===== src/rtl/arb_pkg.sv =====
package arb_pkg;

    typedef enum logic [1:0] {
        DEC_NONE    = 2'd0,
        DEC_NEW     = 2'd1,
        DEC_RESUME  = 2'd2,
        DEC_PREEMPT = 2'd3
    } dec_e;

    // index reached by stepping k places up from base, wrapping at n
    function automatic int wrap_add(input int base, input int k, input int n);
        int s;
        s = base + k;
        if (s >= n) s = s - n;
        return s;
    endfunction

endpackage


===== src/rtl/arb_prio_pick.sv =====
module arb_prio_pick #(
    parameter int NCH  = 4,
    parameter int PRIW = 2,
    parameter int CHW  = 2
) (
    input  logic [NCH-1:0]      cand,
    input  logic [NCH*PRIW-1:0] prio_flat,
    output logic                found,
    output logic [CHW-1:0]      idx,
    output logic [PRIW-1:0]     pval
);
    // largest value wins, lowest index on ties
    always_comb begin
        found = 1'b0;
        idx   = '0;
        pval  = '0;
        for (int i = 0; i < NCH; i++) begin
            if (cand[i] && (!found || prio_flat[i*PRIW +: PRIW] > pval)) begin
                found = 1'b1;
                idx   = CHW'(i);
                pval  = prio_flat[i*PRIW +: PRIW];
            end
        end
    end
endmodule


===== src/rtl/arb_rr_pick.sv =====
module arb_rr_pick
    import arb_pkg::*;
#(
    parameter int NCH = 4,
    parameter int CHW = 2
) (
    input  logic [NCH-1:0] cand,
    input  logic [CHW-1:0] last,
    output logic           found,
    output logic [CHW-1:0] idx
);
    always_comb begin
        found = 1'b0;
        idx   = '0;
        for (int k = 1; k <= NCH; k++) begin
            if (!found && cand[wrap_add(int'(last), k, NCH)]) begin
                found = 1'b1;
                idx   = CHW'(wrap_add(int'(last), k, NCH));
            end
        end
    end
endmodule


===== src/rtl/arb_prio_dup.sv =====
module arb_prio_dup #(
    parameter int NCH  = 4,
    parameter int PRIW = 2
) (
    input  logic [NCH*PRIW-1:0] prio_flat,
    output logic                dup
);
    always_comb begin
        dup = 1'b0;
        for (int i = 0; i < NCH; i++) begin
            for (int j = i + 1; j < NCH; j++) begin
                if (prio_flat[i*PRIW +: PRIW] == prio_flat[j*PRIW +: PRIW]) dup = 1'b1;
            end
        end
    end
endmodule


===== src/rtl/dma_chan_arbiter.sv =====
module dma_chan_arbiter
    import arb_pkg::*;
#(
    parameter int NCH  = 4,
    parameter int PRIW = 2,
    localparam int CHW = (NCH > 1) ? $clog2(NCH) : 1
) (
    input  logic                clk,
    input  logic                rst,
    input  logic [NCH-1:0]      req_i,
    input  logic [NCH*PRIW-1:0] prio_i,
    input  logic [NCH-1:0]      yield_en_i,
    input  logic [NCH-1:0]      preempt_dis_i,
    input  logic                rr_mode_i,
    input  logic                halt_on_err_i,
    input  logic                debug_i,
    input  logic                done_i,
    input  logic                err_i,
    input  logic                halt_clr_i,
    output logic                grant_o,
    output logic [CHW-1:0]      grant_ch_o,
    output logic                resume_o,
    output logic                suspend_o,
    output logic                active_o,
    output logic [CHW-1:0]      active_ch_o,
    output logic                prio_err_o,
    output logic                halted_o,
    output logic                err_valid_o,
    output logic [CHW-1:0]      err_ch_o
);
    logic [PRIW-1:0] prio [NCH];

    for (genvar g = 0; g < NCH; g++) begin : g_unpack
        assign prio[g] = prio_i[g*PRIW +: PRIW];
    end

    // suspension slot and rotation pointer
    logic           susp_valid;
    logic [CHW-1:0] susp_ch;
    logic [CHW-1:0] last_gnt;

    logic [NCH-1:0] act_mask, susp_mask, new_cand, pre_cand;
    always_comb begin
        act_mask  = '0;
        susp_mask = '0;
        if (active_o)   act_mask[active_ch_o] = 1'b1;
        if (susp_valid) susp_mask[susp_ch]    = 1'b1;
        new_cand = req_i & ~susp_mask & ~act_mask;
        pre_cand = new_cand & ~preempt_dis_i;
    end

    logic            nf, pf, rf, dup;
    logic [CHW-1:0]  nidx, pidx, ridx;
    logic [PRIW-1:0] np, pp;

    arb_prio_pick #(.NCH(NCH), .PRIW(PRIW), .CHW(CHW)) u_pick_new (
        .cand(new_cand), .prio_flat(prio_i), .found(nf), .idx(nidx), .pval(np));
    arb_prio_pick #(.NCH(NCH), .PRIW(PRIW), .CHW(CHW)) u_pick_pre (
        .cand(pre_cand), .prio_flat(prio_i), .found(pf), .idx(pidx), .pval(pp));
    arb_rr_pick #(.NCH(NCH), .CHW(CHW)) u_rr (
        .cand(new_cand), .last(last_gnt), .found(rf), .idx(ridx));
    arb_prio_dup #(.NCH(NCH), .PRIW(PRIW)) u_dup (
        .prio_flat(prio_i), .dup(dup));

    logic           gate_ok;
    dec_e           dec;
    logic [CHW-1:0] dec_ch;

    always_comb begin
        gate_ok = !halted_o && !debug_i;
        dec     = DEC_NONE;
        dec_ch  = '0;
        if (active_o) begin
            if (!done_i && gate_ok && !rr_mode_i && !susp_valid &&
                yield_en_i[active_ch_o] && pf && (pp > prio[active_ch_o])) begin
                dec    = DEC_PREEMPT;
                dec_ch = pidx;
            end
        end else if (gate_ok) begin
            if (susp_valid) begin
                if (!rr_mode_i && nf && (np > prio[susp_ch])) begin
                    dec    = DEC_NEW;
                    dec_ch = nidx;
                end else begin
                    dec    = DEC_RESUME;
                    dec_ch = susp_ch;
                end
            end else if (rr_mode_i) begin
                if (rf) begin
                    dec    = DEC_NEW;
                    dec_ch = ridx;
                end
            end else if (nf) begin
                dec    = DEC_NEW;
                dec_ch = nidx;
            end
        end
    end

    logic eng_err;
    assign eng_err = err_i && active_o;

    always_ff @(posedge clk) begin
        if (rst) begin
            grant_o     <= 1'b0;
            grant_ch_o  <= '0;
            resume_o    <= 1'b0;
            suspend_o   <= 1'b0;
            active_o    <= 1'b0;
            active_ch_o <= '0;
            susp_valid  <= 1'b0;
            susp_ch     <= '0;
            last_gnt    <= CHW'(NCH - 1);
            prio_err_o  <= 1'b0;
            halted_o    <= 1'b0;
            err_valid_o <= 1'b0;
            err_ch_o    <= '0;
        end else begin
            grant_o   <= (dec != DEC_NONE);
            resume_o  <= (dec == DEC_RESUME);
            suspend_o <= (dec == DEC_PREEMPT);
            if (dec != DEC_NONE) begin
                grant_ch_o <= dec_ch;
                last_gnt   <= dec_ch;
            end
            case (dec)
                DEC_NEW: begin
                    active_o    <= 1'b1;
                    active_ch_o <= dec_ch;
                end
                DEC_RESUME: begin
                    active_o    <= 1'b1;
                    active_ch_o <= dec_ch;
                    susp_valid  <= 1'b0;
                end
                DEC_PREEMPT: begin
                    susp_valid  <= 1'b1;
                    susp_ch     <= active_ch_o;
                    active_ch_o <= dec_ch;
                end
                default: begin
                    if (active_o && done_i) active_o <= 1'b0;
                end
            endcase

            prio_err_o <= dup;
            if (halt_clr_i) begin
                halted_o    <= 1'b0;
                err_valid_o <= 1'b0;
            end
            if (eng_err) begin
                err_valid_o <= 1'b1;
                err_ch_o    <= active_ch_o;
            end
            if (dup) err_valid_o <= 1'b1;
            if (halt_on_err_i && (eng_err || dup)) halted_o <= 1'b1;
        end
    end

    // a plain grant only starts from an idle engine
    a_r1_idle_grant: assert property (@(posedge clk) disable iff (rst)
        (grant_o && !suspend_o) |-> !$past(active_o));

    // a suspension always hands the engine to a different channel
    a_r3_suspend_swap: assert property (@(posedge clk) disable iff (rst)
        suspend_o |-> (grant_o && $past(active_o) && (active_ch_o != $past(active_ch_o))));

    // round-robin mode never preempts
    a_r4_rr_no_suspend: assert property (@(posedge clk) disable iff (rst)
        suspend_o |-> !$past(rr_mode_i));

    // an error record needs an engine error or a priority clash
    a_r7_err_cause: assert property (@(posedge clk) disable iff (rst)
        $rose(err_valid_o) |-> ($past(err_i && active_o) || $past(dup)));

    // nothing starts while halted
    a_r8_halt_blocks: assert property (@(posedge clk) disable iff (rst)
        grant_o |-> !$past(halted_o));

    // nothing starts in debug
    a_r9_debug_blocks: assert property (@(posedge clk) disable iff (rst)
        grant_o |-> !$past(debug_i));

endmodule


===== config.mk =====
export PLATFORM = sky130hd
export DESIGN_NAME = dma_chan_arbiter
export DESIGN_NICKNAME = d
export VERILOG_FILES = /design/src/rtl/arb_pkg.sv /design/src/rtl/arb_prio_pick.sv /design/src/rtl/arb_rr_pick.sv /design/src/rtl/arb_prio_dup.sv /design/src/rtl/dma_chan_arbiter.sv
export SDC_FILE = /design/constraint.sdc
export NUM_CORES = 1
export LEC_CHECK = 0
export ABC_AREA = 0
export BUFFER_PORTS_ARGS = -buffer_cell sky130_fd_sc_hd__clkbuf_2
export CORE_UTILIZATION = 30
export CTS_CLUSTER_DIAMETER = 40
export CTS_CLUSTER_SIZE = 30
export DETAILED_ROUTE_END_ITERATION = 10
export HOLD_SLACK_MARGIN = 0.1
export PLACE_DENSITY = 0.49
export SLEW_MARGIN = 10
export SYNTH_ARGS = -nofsm -noshare
export SYNTH_HDL_FRONTEND = slang
export SYNTH_SLANG_ARGS = --single-unit
export TNS_END_PERCENT = 50

===== constraint.sdc =====
create_clock -name clk -period 7.3 [get_ports clk]
set_clock_uncertainty 0.15 [all_clocks]
set_input_delay 1.46 -clock clk [delete_from_list [all_inputs] [get_ports clk]]
set_output_delay 1.46 -clock clk [all_outputs]
set_load 0.01 [all_outputs]

==> flow_metrics.py <==
metrics = {
    "pwr": {
        "internal-power_mw": 0.237,
        "power.share.switching_pct": 36.2,
        "p_clk_share_pct": 21.0,
        "combPwrFrac_pct": 52.9,
        "p_total_mw": 0.372,
        "p_seq_share_pct": 26.2,
        "p_leak_nw": 1.26,
        "switchingPower_mw": 0.135,
        "powerDensity_mw_per_mm2": 139,
        "ir_drop_mv": 0.0849,
    },
    "worst_setup_path": {
        "crit_family": "compound AO/OA/AOI/OAI gates",
        "crit_top_cell": "ha_1",
        "cp_num_buf_inv": 3,
        "r2r-start": "susp_valid",
        "worst_setup_path_start_kind": "input pin",
        "crit_fanout": 4,
        "crit_type": "input pin to register",
        "crit_cells": 31,
        "crit_path_max_incr_delay_ns": 0.39,
        "r2r_setup_slack_ns": 0.88,
        "arrival_ns": 6.94,
        "slowest_stage": "mux2_2",
        "critical_path.endpoint_type": "register",
        "required_ns": 7.32,
        "reg2reg_to": "last_gnt[0]",
        "r2r_cells": 33,
    },
    "sta": {
        "max_slew.worst_pin.slew_ns": 0.803,
        "clock.fmax_mhz": 144,
        "drv_slew": 0,
        "setup_ws_ns": 0.378,
        "post-route-period-util_pct": 94.8,
        "min_period_ns": 6.92,
        "hold_viol": 0,
        "setup_viol": 0,
        "relSlewSlack_pct": 46.1,
    },
    "floorplanning": {
        "ioPinCount": 41,
        "start_util_pct": 31.5,
        "coreArea_mm2": 0.00646,
        "fp.dieW_um": 84.4,
        "rows": 29,
        "die_y_um": 84.4,
        "die_area_mm2": 0.00711,
    },
    "clock_tree": {
        "clockRootBuffer": "clkbuf_8",
        "cts_buffers": 3,
        "clock-sinks": 16,
        "htreeDepth": 1,
        "path_clk_slew_ns": 0.06,
        "clk_latency_ns": 0.25,
        "clockBufferDepth": 2,
        "cts_tree": "built",
    },
    "logic_synthesis": {
        "seq_area_frac_synth_pct": 15.7,
        "ys_warn_count": 0,
        "synth_area_leaders": "dfxtp_1 16%, ha_1 12%, xor2_1 5.2%",
        "synthArstFlopShare_pct": 0,
        "synthFlopType": "dfxtp_1",
        "ys_ff_latch": 16,
        "synth.top_cell.area_share_pct": 15.7,
        "yosysTopAreaCell": "dfxtp_1",
        "ys_types": 58,
        "synth_edf_count": 0,
        "synthCells": 266,
        "avgSynthCellArea_um2": 7.65,
        "yosysMostFrequentCell": "nor2_1",
        "netlist_area_mm2": 0.00203,
        "synth_nets": 314,
        "ys_top_cells_by_count": "24 x nor2_1, 22 x inv_1, 21 x nand2_1",
    },
    "place": {
        "hpwl_um": 5040,
        "dpl_cell_area_mm2": 0.00251,
        "pre_cts_slack_ns": -0.378,
        "port-buffer-count": 40,
        "gp_congestion": 0.830,
    },
    "final_layout": {
        "area_growth_pct": 31.5,
        "n_antenna_cell": 0,
        "fillers": 670,
        "final_area_mm2": 0.00268,
        "final_nets": 379,
        "drive_gt1_share_pct": 33.9,
    },
    "grt": {
        "grt_pass1_vias": 2195,
        "antenna_found_initial": 0,
        "grt_util_all_layers_pct": 18.4,
        "grt.overflow.total": 0,
        "grt_max_degree": 15,
        "grt_pass1_wl_um": 10500,
    },
    "detailed_routing": {
        "detail_route.vias_per_cell": 5.40,
        "postRouteAntennaNets": 0,
        "wl_met2_um": 3040,
        "first_iter_violations": 94,
        "wirelength_um": 6290,
        "wl_met3_um": 274,
        "avgRoutedWirePerCell_um": 15.5,
        "vias": 2197,
        "drcViolationCount": 1,
        "drt-met1-wl_um": 2890,
        "top_layer": "met4",
        "dr.pass1.iters": 7,
    },
    "status": {
        "status": "complete, but fails checks",
        "violations": "DRC",
    },
    "worst_hold_path": {
        "hold_path.class": "register to register",
        "min_to": "err_ch_o[0]",
        "min_from": "err_ch_o[0]",
        "hold_depth": 2,
    },
    "run": {
        "drv_cap": 0,
    },
}
## worst max-delay path by stage
stage	from	endpoint	slack (ns)
4_1_cts	req_i[0]	active_ch_o[0]	0.04
2_1_floorplan	req_i[0]	active_o	0.08
6_report	req_i[0]	last_gnt[0]	0.38
5_1_grt	req_i[0]	last_gnt[0]	-0.03
3_3_place_gp	req_i[0]	active_ch_o[0]	-0.37
3_5_place_dp	req_i[0]	last_gnt[0]	-0.38
## cell families after synthesis
family	count (synthesis)	synth area share [%]
mux	16	11.6
fa+ha+maj	22	13.3
flops	16	15.7
compound gates	67	22.6
xor+xnor	12	5.17
simple gates	92	22.6
buf+inv	41	9.04
## final cells by class
class	count	area [um^2]	share of cell area (%)
sequential	16	320	12.0
timing repair buffer	79	493	18.4
clock buffer	4	55.1	2.06
tap	77	96.3	3.60
inverter	22	82.6	3.09
multi-input combinational	209	1630	60.9
## per-layer routing
layer	GRT usage, %	up-vias
li1	-	1089
met1	24.7	1038
met2	30.9	60
met3	3.15	10
met4	4.47	0
met5	0	-
## power groups by stage
| stage | Clock, mW | Sequential (mW) | Combinational [mW] |
|---|---|---|---|
| after global placement | 0 | 0.0991 | 0.179 |
| after detailed placement | 0 | 0.0991 | 0.180 |
| final | 0.0780 | 0.0974 | 0.197 |
| after floorplan | 0 | 0.101 | 0.111 |
| after global routing | 0.0851 | 0.0982 | 0.218 |
| after CTS | 0.0803 | 0.0972 | 0.181 |
## metrics by stage
step,instances,hold slack [ns],setup TNS (ns),util (%)
2_1_floorplan,266,0.324,0,-
3_3_place_gp,401,0.294,-2.42,38.8
3_5_place_dp,401,0.301,-2.45,38.8
4_1_cts,405,0.311,0,39.8
5_1_grt,407,0.329,-0.0604,41.4
6_report,407,0.306,0,41.4
## worst min-delay path: stages (launching register included)
cell	delay [ns]
dfxtp_1	0.31
nand2_1	0.05
a21oi_1	0.05
## flip-flops by register name, indices dropped and copies added (netlist names), 2 cells and up
register	cells
err_ch_o	2
susp_ch	2
active_ch_o	2
last_gnt	2
## repair_timing
action                     CTS  global route
pin swaps                    0             7
gates resized for setup      2            25
setup endpoints to repair    5            11
hold buffers                 0             0
buffers inserted             0             2
## cell usage in the layout (no fill, tap or decap), types with 6 or more instances in the layout
cell	n
nor2b_1	8
o21ai_0	6
mux2i_1	9
clkbuf_2	40
a21oi_1	12
dfxtp_1	16
nand3_1	10
nand2_1	21
inv_1	22
xor2_1	12
buf_4	39
nor2_1	23
ha_1	19
No activity file was read; power rests on OpenSTA's default activity.
